`src/rtl/rpm_pkg.sv`:
```
package rpm_pkg;
  typedef enum logic [1:0] {
    PWR_OFF   = 2'b00,
    PWR_UP    = 2'b01,
    PWR_PDSEQ = 2'b10
  } pwr_state_e;
endpackage

```
`src/rtl/rpm_mode_latch.sv`:
```
module rpm_mode_latch (
  input  logic clk,
  input  logic rst_n,
  input  logic bus_sel,
  output logic two_wire,
  output logic bus_en
);
  logic armed;

  always_ff @(posedge clk) begin
    if (!rst_n) begin
      armed    <= 1'b1;
      two_wire <= 1'b0;
      bus_en   <= 1'b0;
    end else if (armed) begin
      armed    <= 1'b0;
      two_wire <= bus_sel;
      bus_en   <= 1'b1;
    end
  end
endmodule

```
`src/rtl/rpm_cfg_reg.sv`:
```
module rpm_cfg_reg #(
  parameter int NUM_FIELDS = 3,
  parameter int FIELD_W    = 2,
  parameter logic [FIELD_W-1:0] FIELD_OK = 2'b10,
  localparam int CFG_W = NUM_FIELDS * FIELD_W
) (
  input  logic             clk,
  input  logic             rst_n,
  input  logic             wr_en,
  input  logic [CFG_W-1:0] wr_data,
  output logic [CFG_W-1:0] fields,
  output logic             fields_ok
);
  logic [NUM_FIELDS-1:0] field_match;

  always_ff @(posedge clk) begin
    if (!rst_n)     fields <= '0;
    else if (wr_en) fields <= wr_data;
  end

  for (genvar i = 0; i < NUM_FIELDS; i++) begin : g_field
    assign field_match[i] = (fields[i*FIELD_W +: FIELD_W] == FIELD_OK);
  end

  assign fields_ok = &field_match;
endmodule

```
`src/rtl/rpm_power_fsm.sv`:
```
module rpm_power_fsm
  import rpm_pkg::*;
#(
  parameter int PD_CYCLES = 8,
  localparam int CNT_W = (PD_CYCLES > 1) ? $clog2(PD_CYCLES) : 1
) (
  input  logic       clk,
  input  logic       rst_n,
  input  logic       wr_en,
  input  logic [1:0] wr_data,
  input  logic       fields_ok,
  output pwr_state_e state,
  output logic       en_bit,
  output logic       dis_bit,
  output logic       pd_done,
  output logic       cfg_err
);
  localparam logic [CNT_W-1:0] LAST = CNT_W'(PD_CYCLES - 1);

  logic [CNT_W-1:0] cnt;
  logic req_up, req_dn;

  assign req_up = wr_en && wr_data[0] && !wr_data[1];
  assign req_dn = wr_en && wr_data[0] &&  wr_data[1];

  always_ff @(posedge clk) begin
    if (!rst_n) begin
      state   <= PWR_OFF;
      en_bit  <= 1'b0;
      dis_bit <= 1'b0;
      pd_done <= 1'b0;
      cfg_err <= 1'b0;
      cnt     <= '0;
    end else begin
      pd_done <= 1'b0;
      case (state)
        PWR_PDSEQ: begin
          if (cnt == LAST) begin
            state   <= PWR_OFF;
            en_bit  <= 1'b0;
            dis_bit <= 1'b0;
            pd_done <= 1'b1;
            cnt     <= '0;
          end else begin
            cnt <= cnt + 1'b1;
          end
        end
        default: begin
          if (req_dn) begin
            state   <= PWR_PDSEQ;
            en_bit  <= 1'b1;
            dis_bit <= 1'b1;
            cnt     <= '0;
            if (!fields_ok) cfg_err <= 1'b1;
          end else if (req_up) begin
            state   <= PWR_UP;
            en_bit  <= 1'b1;
            dis_bit <= 1'b0;
          end
        end
      endcase
    end
  end
endmodule

```
`src/rtl/rpm_ctrl.sv`:
```
module rpm_ctrl
  import rpm_pkg::*;
#(
  parameter int PD_CYCLES  = 8,
  parameter int NUM_FIELDS = 3,
  parameter int FIELD_W    = 2,
  localparam int CFG_W = NUM_FIELDS * FIELD_W
) (
  input  logic             clk,
  input  logic             rst_n,
  input  logic             bus_sel,
  input  logic             wr_pwr,
  input  logic [1:0]       wr_pwr_data,
  input  logic             wr_cfg,
  input  logic [CFG_W-1:0] wr_cfg_data,
  output logic             two_wire,
  output logic             bus_en,
  output logic [1:0]       pwr_state,
  output logic             en_bit,
  output logic             dis_bit,
  output logic             pd_done,
  output logic             cfg_err,
  output logic [CFG_W-1:0] cfg_fields
);
  pwr_state_e st;
  logic       fields_ok;

  rpm_mode_latch u_mode (
    .clk      (clk),
    .rst_n    (rst_n),
    .bus_sel  (bus_sel),
    .two_wire (two_wire),
    .bus_en   (bus_en)
  );

  rpm_cfg_reg #(
    .NUM_FIELDS (NUM_FIELDS),
    .FIELD_W    (FIELD_W),
    .FIELD_OK   (FIELD_W'(2))
  ) u_cfg (
    .clk       (clk),
    .rst_n     (rst_n),
    .wr_en     (wr_cfg && bus_en),
    .wr_data   (wr_cfg_data),
    .fields    (cfg_fields),
    .fields_ok (fields_ok)
  );

  rpm_power_fsm #(
    .PD_CYCLES (PD_CYCLES)
  ) u_pwr (
    .clk       (clk),
    .rst_n     (rst_n),
    .wr_en     (wr_pwr && bus_en),
    .wr_data   (wr_pwr_data),
    .fields_ok (fields_ok),
    .state     (st),
    .en_bit    (en_bit),
    .dis_bit   (dis_bit),
    .pd_done   (pd_done),
    .cfg_err   (cfg_err)
  );

  assign pwr_state = st;
endmodule

```
`config.mk`:
```
export PLATFORM = sky130hd
export DESIGN_NAME = rpm_ctrl
export DESIGN_NICKNAME = d
export VERILOG_FILES = /design/src/rtl/rpm_pkg.sv /design/src/rtl/rpm_mode_latch.sv /design/src/rtl/rpm_cfg_reg.sv /design/src/rtl/rpm_power_fsm.sv /design/src/rtl/rpm_ctrl.sv
export SDC_FILE = /design/constraint.sdc
export NUM_CORES = 1
export LEC_CHECK = 0
export ABC_AREA = 1
export BUFFER_PORTS_ARGS = -buffer_cell sky130_fd_sc_hd__buf_2
export CAP_MARGIN = 15
export CORE_MARGIN = 5
export CORE_UTILIZATION = 40
export CTS_CLUSTER_DIAMETER = 50
export DETAILED_ROUTE_END_ITERATION = 12
export GPL_ROUTABILITY_DRIVEN = 0
export PLACE_DENSITY = 0.68
export SLEW_MARGIN = 20
export SYNTH_ARGS = -nofsm -noshare
export SYNTH_HDL_FRONTEND = slang
export SYNTH_SLANG_ARGS = --single-unit
```
`constraint.sdc`:
```
create_clock -name clk -period 1.3 [get_ports clk]
set_input_delay 0.26 -clock clk [delete_from_list [all_inputs] [get_ports clk]]
set_output_delay 0.26 -clock clk [all_outputs]
set_load 0.02 [all_outputs]
```
==> results.md <==
* CTS buffer count at 3
* Critical path cell sequence: buf_2
* CP Max Fanout at 5
* Slew Limit Fails at 0
* Setup TNS at 0 ns
* Post-synth net total at approximately 100
* Critical path launch point type: flop
* Die W at 50.60 microns
* Vias at 600
* Initial Util at 0.4278
* Worst-Margin Slew at 0.2239 ns
* Layout area overhead at 24.86%
* Avg Cell Area, Syn at 7.850 sq um
* Post-synth top flop: dfxtp_1
* Tcrit/Tclk final at 0.9257
* Vias per cell at between 4 and 5
* Post-synth top cells: nor2_1 (19), dfxtp_1 (17), nand2_1 (10)
* Root buffer cell: clkbuf_4
* Row count at 14
* CP peak stage delay at between 0.4 and 0.5 ns
* Most common cell in the netlist: nor2_1
* Fmax at roughly 830 MHz
* Mux contribution to synthesized area at 0
* Kind of cell adding the most delay to the critical path: flip-flops
* Clock Latency Late Sink at 0.28 ns
* Worst min-delay path class: in -> reg
* Clock tree buffer depth at 2
* Area contributors post-synth: dfxtp_1 (52%), nor2_1 (11%), o21ai_0 (6.1%)
* Die Height at 50.60 microns
* Core area at 1541 sq um
* Leak at 0.4332 nW
* Total power at ~1.0 mW
* Clock transition at path regs at 0.09 ns
* Cell count after synthesis at 84
* Synth Area in Adders at 0.03795
* Share of post-route cells with drive strength above 1 at 0.3036
* Port buffer count at 26
* Drt wl/cell at between 10 and 15 microns
* Post-DRT Antenna Nets at 0
* Critical Path Slowest Stage Cell: dfxtp_1
* Total GRT Usage at 0.1112
* Critical Path End Type: output port
* Kind of critical path: reg -> out
* Layout Nets at roughly 130
* First DRT Iteration DRCs at 4
* Status: finished clean
* Largest family of logic cells by synthesized area: simple AND/OR/NAND/NOR gates
* Post-Synth Simple-Gate Area at 0.2638
* Synth top area share at 0.5161
* DRC violations left at 0
* VDD IR-drop max at around 560 uV
* Antenna violations before repair at 0
* IO Pins at 27
* Synth area leader: dfxtp_1
* Final core occ at 0.5341
* CTS H-tree depth at 1
* Unrepaired setup endpoints after global routing: no
* # clock sinks at 17
* Final hold slack at about 0.2 ns
* Hpwl dp at between 1 and 1.5 mm
* Required @ worst endpoint at 1.04 ns
* Die Area at 2560 sq um
* FF+latch count, synth at 17
* Synth cell types at 15
* Pwr/cell area at 1226 nW/um^2
* Final setup viols at 0
* Routed wire length at around 1.4 mm
* Share of synthesized registers carrying an async set or reset at 0
* Slew HR at 0.8506
* WP buf/inv at 1
* Post-synth EDFFs at 0
* Synth warnings at 0
* Hold Fails Final Rpt at 0
* Synth Area in XOR/XNOR at 0
* Post-synthesis compound-gate area fraction at 0.1120
* Remaining global-route overflow at 0
* Post-Syn Area at 659.4 sq um
* N_diodes at 0
* CTS resizes at 0
* Drt pass-1 iters at 3
* Largest net degree at the start of global routing at 13
* Min Clock Period, post-route at about 1.2 ns
* Seq/Total Area, Yosys at 0.5161
* Skew final at between 0.0007 and 0.0008 ns
* Vias in the first global route at 501
* First-pass GRT wire length at around 2.2 mm
* Arrival time worst endpoint at approximately 0.94 ns
* Post-CTS Setup Repair Bufs at 0
* Max Cap Violations at 0
* Hold_buf cts at 0
* CTS tree: yes
layout by cell type, fill, tap and decap left out, drive strengths merged:
cell,n
buf,26
nor2,21
clkbuf,4
a21oi,6
dfxtp,17
nand3,7
nand4,1
nand2,11
ha,2
o21ai,8
inv,9
flip-flops by register name (all words and copies together), names as in the netlist:
signal           cells
u_mode.bus_en        1
u_cfg.fields         6
u_mode.two_wire      1
u_pwr.state          1
u_mode.armed         1
u_pwr.dis_bit        1
u_pwr.pd_done        1
u_pwr.cfg_err        1
u_pwr.en_bit         1
u_pwr.cnt            3
cells by family (layout without fill, tap and decap cells):
kind of cell | Yosys count | after routing
AOI/OAI and AO/OA | 14 | 14
adders and majority gates | 2 | 2
buffers and inverters | 11 | 39
DFF | 17 | 17
and+or+nand+nor | 40 | 40
final timing paths:
path	startpoint	endpoint	slack, ns	cells after the start
worst max-delay path	u_mode.bus_en$_SDFFE_PN0P_	bus_en	0.1	1
worst min-delay path	bus_sel	u_mode.two_wire$_SDFFE_PN0P_	0.20	3
worst min register to register	u_mode.armed$_DFF_P_	u_mode.two_wire$_SDFFE_PN0P_	0.46	1
worst max register to register	u_pwr.cnt[0]$_SDFFE_PN0N_	u_pwr.cnt[0]$_SDFFE_PN0N_	0.23	5
final cells by class:
class	count	area [sq um]
Sequential cell	17	340.3
Tap cell	16	20.02
Fill cell	156	718.2
Inverter	9	33.78
Timing Repair Buffer	26	130.1
Multi-Input combinational cell	56	272.8
Clock buffer	4	26.28
worst reg2reg max path: stages (launching register included):
cell and delay [ns]:
dfxtp_1 0.34, ha_1 0.19, ha_1 0.19, nor2_1 0.10, o21ai_0 0.08, a21oi_1 0.12
metrics by stage:
step                      setup WS [ns]  instances  area, sq um
after floorplan                  0.2864         84        659.4
after global placement           0.2835        124        797.0
after detailed placement         0.2530        124        797.0
after CTS                       0.08764        128        823.3
after global routing            0.02506        128        823.3
final                           0.09653        128        823.3
per-layer routing:
| metal | GRT usage | wire length [microns] | vias up |
|---|---|---|---|
| met5 | 0 | 0 | - |
| met3 | 0.05325 | 86 | 2 |
| met1 | 0.1362 | 649 | 261 |
| met4 | 0.03830 | 8 | 0 |
| met2 | 0.1694 | 611 | 15 |
| li1 | - | - | 322 |
power breakdown:
group | switching (mW) | leakage [nW] | internal [mW]
Clock | 0.157 | 0.0150 | 0.119
Sequential | 0.0227 | 0.139 | 0.551
Combinational | 0.101 | 0.279 | 0.0590
Total | 0.281 | 0.433 | 0.729
Power figures use the tool's default switching activity.
